$ cat config.mk
export PLATFORM = sky130hd
export DESIGN_NAME = mdio_cmd_ctrl
export DESIGN_NICKNAME = d
export VERILOG_FILES = /design/src/rtl/mdio_cmd_pkg.sv /design/src/rtl/mdio_mdc_gen.sv /design/src/rtl/mdio_frame_seq.sv /design/src/rtl/mdio_cmd_regs.sv /design/src/rtl/mdio_cmd_ctrl.sv
export SDC_FILE = /design/constraint.sdc
export NUM_CORES = 1
export LEC_CHECK = 0
export ABC_AREA = 1
export BUFFER_PORTS_ARGS = -buffer_cell sky130_fd_sc_hd__buf_2
export CAP_MARGIN = 20
export CORE_MARGIN = 2
export CORE_UTILIZATION = 30
export CTS_CLUSTER_SIZE = 24
export DETAILED_ROUTE_END_ITERATION = 10
export SLEW_MARGIN = 20
export SYNTH_ARGS = -nofsm -noshare
export SYNTH_HDL_FRONTEND = slang
export SYNTH_HIERARCHICAL = 1
export SYNTH_SLANG_ARGS = --single-unit
export TNS_END_PERCENT = 50
$ cat constraint.sdc
create_clock -name clk -period 2.5 [get_ports clk]
set_input_delay 0.5 -clock clk [delete_from_list [all_inputs] [get_ports clk]]
set_output_delay 0.5 -clock clk [all_outputs]
set_load 0.03 [all_outputs]
$ cat src/rtl/mdio_cmd_pkg.sv
package mdio_cmd_pkg;
   localparam int BUSY_BIT = 29;
   localparam int FAIL_BIT = 28;
   localparam logic [1:0] OPC_WRITE = 2'b01;
   localparam logic [1:0] OPC_READ  = 2'b10;

   typedef struct packed {
      logic [1:0]  op;
      logic [4:0]  phy;
      logic [4:0]  regad;
      logic [15:0] data;
   } mdio_cmd_t;
endpackage

$ cat src/rtl/mdio_mdc_gen.sv
module mdio_mdc_gen #(
   parameter int DIV_HALF = 2
) (
   input  logic clk,
   input  logic rst_n,
   input  logic run,
   output logic mdc,
   output logic rise_tick,
   output logic fall_tick
);
   logic tick;

   generate
      if (DIV_HALF == 1) begin : g_nodiv
         assign tick = run;
      end else begin : g_div
         localparam int CW = $clog2(DIV_HALF);
         logic [CW-1:0] cnt;
         assign tick = run && (cnt == CW'(DIV_HALF - 1));
         always_ff @(posedge clk) begin
            if (!rst_n || !run || tick) cnt <= '0;
            else                        cnt <= cnt + 1'b1;
         end
      end
   endgenerate

   always_ff @(posedge clk) begin
      if (!rst_n || !run) mdc <= 1'b0;
      else if (tick)      mdc <= ~mdc;
   end

   assign rise_tick = tick & ~mdc;
   assign fall_tick = tick & mdc;
endmodule

$ cat src/rtl/mdio_frame_seq.sv
module mdio_frame_seq
   import mdio_cmd_pkg::*;
#(
   parameter int PRE_LEN = 32
) (
   input  logic        clk,
   input  logic        rst_n,
   input  logic        launch,
   input  mdio_cmd_t   cmd,
   input  logic        rise_tick,
   input  logic        fall_tick,
   input  logic        mdio_i,
   output logic        active,
   output logic        mdio_o,
   output logic        mdio_oe,
   output logic        done,
   output logic [15:0] rd_data,
   output logic        ta_fail
);
   localparam int FRAME_LEN = PRE_LEN + 32;
   localparam int IW        = $clog2(FRAME_LEN);
   localparam int TA1       = PRE_LEN + 14;
   localparam int TA2       = PRE_LEN + 15;
   localparam int DAT0      = PRE_LEN + 16;
   localparam int LAST      = FRAME_LEN - 1;

   logic [IW-1:0] idx;
   logic [31:0]   tail;
   logic [4:0]    tpos;
   logic          cur_bit;
   logic          is_rd;
   logic [15:0]   shreg;
   logic          ta_bad;

   assign is_rd = (cmd.op == OPC_READ);
   assign tail  = {2'b01, cmd.op, cmd.phy, cmd.regad, 2'b10, cmd.data};

   always_comb begin
      tpos = 5'(idx - IW'(PRE_LEN));
      if (idx < IW'(PRE_LEN)) cur_bit = 1'b1;
      else                    cur_bit = tail[~tpos];
   end

   assign mdio_o  = active ? cur_bit : 1'b1;
   assign mdio_oe = active && (!is_rd || (idx < IW'(TA1)));
   assign done    = active && fall_tick && (idx == IW'(LAST));

   always_ff @(posedge clk) begin
      if (!rst_n) begin
         active <= 1'b0;
         idx    <= '0;
         shreg  <= '0;
         ta_bad <= 1'b0;
      end else if (launch) begin
         active <= 1'b1;
         idx    <= '0;
         ta_bad <= 1'b0;
      end else if (active) begin
         if (fall_tick) begin
            if (idx == IW'(LAST)) active <= 1'b0;
            else                  idx    <= idx + 1'b1;
         end
         if (rise_tick && is_rd) begin
            if (idx == IW'(TA2))  ta_bad <= mdio_i;
            if (idx >= IW'(DAT0)) shreg  <= {shreg[14:0], mdio_i};
         end
      end
   end

   assign rd_data = shreg;
   assign ta_fail = ta_bad;
endmodule

$ cat src/rtl/mdio_cmd_regs.sv
module mdio_cmd_regs
   import mdio_cmd_pkg::*;
(
   input  logic        clk,
   input  logic        rst_n,
   input  logic        wr,
   input  logic [29:0] wdata,
   input  logic        done,
   input  logic [15:0] rd_data,
   input  logic        ta_fail,
   output logic [31:0] rdata,
   output mdio_cmd_t   cmd,
   output logic        launch
);
   logic busy;
   logic fail;
   logic accept;
   logic op_ok;

   assign accept = wr && !busy;
   assign op_ok  = (wdata[27:26] == OPC_WRITE) || (wdata[27:26] == OPC_READ);
   assign launch = accept && wdata[BUSY_BIT] && op_ok;

   always_ff @(posedge clk) begin
      if (!rst_n) begin
         busy <= 1'b0;
         fail <= 1'b0;
         cmd  <= '0;
      end else if (accept) begin
         cmd  <= wdata[27:0];
         fail <= wdata[FAIL_BIT];
         busy <= launch;
      end else if (done) begin
         busy <= 1'b0;
         if (cmd.op == OPC_READ) begin
            cmd.data <= rd_data;
            if (ta_fail) fail <= 1'b1;
         end
      end
   end

   assign rdata = {2'b00, busy, fail, cmd};
endmodule

$ cat src/rtl/mdio_cmd_ctrl.sv
module mdio_cmd_ctrl
   import mdio_cmd_pkg::*;
#(
   parameter int DIV_HALF = 2,
   parameter int PRE_LEN  = 32
) (
   input  logic        clk,
   input  logic        rst_n,
   input  logic        cmd_wr,
   input  logic [31:0] cmd_wdata,
   output logic [31:0] cmd_rdata,
   output logic        mdc,
   output logic        mdio_o,
   output logic        mdio_oe,
   input  logic        mdio_i
);
   generate
      if (DIV_HALF < 1) begin : g_bad_div
         $error("DIV_HALF must be at least 1");
      end
      if (PRE_LEN < 1 || PRE_LEN > 64) begin : g_bad_pre
         $error("PRE_LEN must lie in 1..64");
      end
   endgenerate

   mdio_cmd_t   cmd;
   logic        launch;
   logic        active;
   logic        rise_tick;
   logic        fall_tick;
   logic        done;
   logic [15:0] rd_data;
   logic        ta_fail;
   logic        wdata_hi_unused;

   assign wdata_hi_unused = ^cmd_wdata[31:30];

   mdio_cmd_regs u_regs (
      .clk     (clk),
      .rst_n   (rst_n),
      .wr      (cmd_wr),
      .wdata   (cmd_wdata[29:0]),
      .done    (done),
      .rd_data (rd_data),
      .ta_fail (ta_fail),
      .rdata   (cmd_rdata),
      .cmd     (cmd),
      .launch  (launch)
   );

   mdio_mdc_gen #(.DIV_HALF(DIV_HALF)) u_mdc (
      .clk       (clk),
      .rst_n     (rst_n),
      .run       (active),
      .mdc       (mdc),
      .rise_tick (rise_tick),
      .fall_tick (fall_tick)
   );

   mdio_frame_seq #(.PRE_LEN(PRE_LEN)) u_seq (
      .clk       (clk),
      .rst_n     (rst_n),
      .launch    (launch),
      .cmd       (cmd),
      .rise_tick (rise_tick),
      .fall_tick (fall_tick),
      .mdio_i    (mdio_i),
      .active    (active),
      .mdio_o    (mdio_o),
      .mdio_oe   (mdio_oe),
      .done      (done),
      .rd_data   (rd_data),
      .ta_fail   (ta_fail)
   );
endmodule

==> impl.org <==
** Timing
- The final max-slew violation count was 0.
- Setup repair after global routing left no endpoint under its margin.
- After layout, the minimum clock period comes to 2.31 ns.
- Final TNS setup :: 0 ns
- Number of hold violations in the final report :: 0
- Timing would allow up to 434 MHz.
- Setup violations remaining at the end of the flow were counted as 0.
- Of the available clock period, the critical path in the final layout requires 0.923.
- Setup slack of the critical path after layout :: 0.193 ns
- On the final layout, the worst clock skew is 0.00982 ns.

** Yosys
- After synthesis, the largest family of logic cells by area is simple AND/OR/NAND/NOR gates.
- In this run, synthesis produced a sequential element count of 56.
- The average instance in the mapped netlist occupies 6.50 µm².
- Post-synthesis mux area share :: 0
- Area share of and/or/nand/nor cells after synthesis :: 0.369
- Synth Area in Compound Gates :: 0.0816
- Of the total synthesized cell area, the portion taken by full adders, half adders and majority gates is 0.00396.
- Synthesis instantiated 31 different standard cells from the library.
- Cell count after synthesis :: 486
- Of the total synthesized cell area, the portion taken by XOR and XNOR cells is 0.
- Sequential-to-total area share from yosys stat :: 0.355
- For this run, the number of Yosys warnings is 6.
- Cell area after synthesis :: 3160 µm²

** Pwr
- Power per cell area :: 567 nW/µm²
- Overall power consumption after layout is estimated at 1.97 mW.
- Leakage power summed over all cells :: 1.78 nW
- Worst IR Drop VDD :: 227 µV

** Global route
- After global routing the overflow that remains totals 0.
- Global-route wire length before repair :: 12800 µm
- Antenna violations before repair :: 0
- Entering global routing, the biggest net connects 48 pins.
- Aggregate global-route resource usage :: 0.138
- Vias in the first global route :: 2708

** Clocking
- In this run the post-CTS setup repair buffer count came out at 0.
- Number of CTS-inserted buffers :: 5
- Cell at the root of the clock tree :: sky130_fd_sc_hd__clkbuf_8
- Clock transition at the registers of the reported paths :: 0.10 ns
- CTS built an H-tree with a depth of 2.
- Clock tree synthesis found a total of 56 sinks.
- The later pin in the worst-skew pair is clocked with a latency of 0.32 ns.
- TritonCTS clock tree :: yes
- The clock passes through at most 2 buffers.

** Placement
- The placed instances occupy a cell area of 3330 µm².
- Placed wire-length estimate :: 5640 µm
- Setup slack at placement :: 0.518 ns
- Port buffering added 66 buffers.
- Global placement routability congestion :: 0.858
- Counting tap cells, the placed design contains a total of 644 instances.

** Drt
- Vias per cell :: 4.40
- After detailed routing, the total wire length is 7680 µm.
- The detail route stage leaves a number of antenna-violating nets equal to 0.
- The first detailed-routing pass took 5 iterations.
- For this block, the initial DRC count from the detailed router was 157.
- DRC violations left :: 0
- Average wire per cell in the routed design :: 11.8 µm
- Detailed routing inserted a total of 2874 vias.

** Finish
- For this run, the number of standard cells in the final layout without fillers is 653.
- Final non-filler cell area :: 3470 µm²
- Leaving out fill and tap cells, the most frequent cells in the layout are sky130_fd_sc_hd__nand2_1, sky130_fd_sc_hd__nor2_1, sky130_fd_sc_hd__buf_2, sky130_fd_sc_hd__dfxtp_1, sky130_fd_sc_hd__nand3_1.
- Layout cells sized above 1 :: 0.193
- The final layout contains 553 nets.
- The repair_antennas step left the layout with diodes totalling 0.
- Most common cell after layout, fill and taps aside :: sky130_fd_sc_hd__nand2_1
- Synth-to-layout area growth :: 9.70%

** Worst setup path
- Startpoint-to-endpoint class of the critical path :: flip-flop to primary output
- Critical path data required time :: 2.00 ns
- For flop-to-flop paths, the worst setup slack is 0.55 ns.
- Along the worst path, the maximum fanout reaches 8.
- The worst setup path is launched from a flip-flop.
- Data arrival time of the worst path :: 1.81 ns
- The worst setup path is captured at a primary output.

** Die
- Core Area :: 10300 µm²
- Measured along the x axis, the die boundary spans 107 µm.
- For this configuration, the core starts out at a cell density of 0.308.
- The die covers 11400 µm².
- From bottom edge to top edge, the die measures 107 µm.
- Num rows :: 37
- Top Ports :: 71

** Run status
- Outcome :: completed

** Flow run
- Across the run, the number of max-cap violations was 0.

** Min path
- The tightest min-delay check is of the input pin to flip-flop type.
final timing paths:
| check | to | depth (start not counted) | start |
|---|---|---|---|
| setup reg to reg | u_regs/cmd[0]$_SDFFE_PN0P_ | 11 | u_seq/idx[0]$_SDFFE_PP0P_ |
| hold / removal | u_regs/cmd[25]$_SDFFE_PN0P_ | 3 | cmd_wdata[25] |
| hold reg to reg | u_mdc/g_div.cnt$_SDFF_PP0_ | 1 | u_mdc/g_div.cnt$_SDFF_PP0_ |
| setup / recovery | mdio_o | 10 | u_seq/idx[1]$_SDFFE_PP0P_ |
sequential cells by signal (all words and copies together) (netlist names):
signal / count
u_seq/rd_data: 16
u_mdc/mdc: 1
u_seq/ta_fail: 1
u_regs/cmd: 28
u_regs/fail: 1
u_seq/idx: 6
u_mdc/g_div.cnt: 1
u_seq/active: 1
u_regs/busy: 1
cell usage after synthesis, drive strengths merged:
cell type	count	area share
buf	48	0.12
a21boi	2	0.0047
clkbuf	5	0.0059
ha	1	0.0040
nand3	52	0.086
dfxtp	56	0.35
conb	1	0.0012
clkinv	2	0.0024
o31ai	1	0.0024
a21oi	10	0.016
nor4	1	0.0020
nand3b	1	0.0024
nand2	111	0.14
nand4	3	0.0059
inv	53	0.063
o21ai	37	0.059
nor2	98	0.12
nor3	3	0.0099
and3b	1	0.0028
cell type report:
type / instances / area (µm²)
clock buffers: 6 / 82.6
clock inverters: 2 / 38.8
fillers: 1158 / 6810
inverters: 55 / 210
multi-input cells: 323 / 1450
flip-flops and latches: 56 / 1120
well taps: 136 / 170
repair buffers: 74 / 390
repair inverters: 1 / 7.51
report_power, final:
part	internal [mW]	switching [mW]
Clock	0.328	0.309
Sequential	0.936	0.0382
Combinational	0.115	0.240
what timing repair did:
action / CTS / global route
endpoints found under the hold margin: 0 / 0
setup endpoints to repair: 0 / 1
hold buffers: 0 / 0
resized for setup: 0 / 3
kinds of logic after synthesis:
group           Yosys count
compound gates           50
buf+inv                 108
other cells               1
fa+ha+maj                 1
flops                    56
simple gates            270
critical path, stage by stage, from the launching register on:
cell	delay, ns
sky130_fd_sc_hd__dfxtp_1	0.40
sky130_fd_sc_hd__buf_4	0.18
sky130_fd_sc_hd__nand2_1	0.08
sky130_fd_sc_hd__clkinv_1	0.15
sky130_fd_sc_hd__nand2_1	0.09
sky130_fd_sc_hd__nand4_1	0.09
sky130_fd_sc_hd__nand2_1	0.09
sky130_fd_sc_hd__nand3b_1	0.09
sky130_fd_sc_hd__nand2_1	0.10
sky130_fd_sc_hd__nand2_1	0.05
sky130_fd_sc_hd__buf_2	0.18
layer usage:
| metal | up-vias | global-route usage | part of all wire |
|---|---|---|---|
| met5 | - | 0 | 0 |
| met4 | 0 | 0.0380 | 0.014 |
| met3 | 12 | 0.0225 | 0.051 |
| met2 | 88 | 0.222 | 0.46 |
| met1 | 1241 | 0.191 | 0.48 |
| li1 | 1533 | - | - |
metrics by stage:
step	hold WS, ns	util
2_1_floorplan	0.425	-
5_1_grt	0.450	0.337
6_report	0.445	0.337
3_3_place_gp	0.437	0.324
3_5_place_dp	0.456	0.324
4_1_cts	0.430	0.336
No activity file was read; power rests on OpenSTA's default activity.
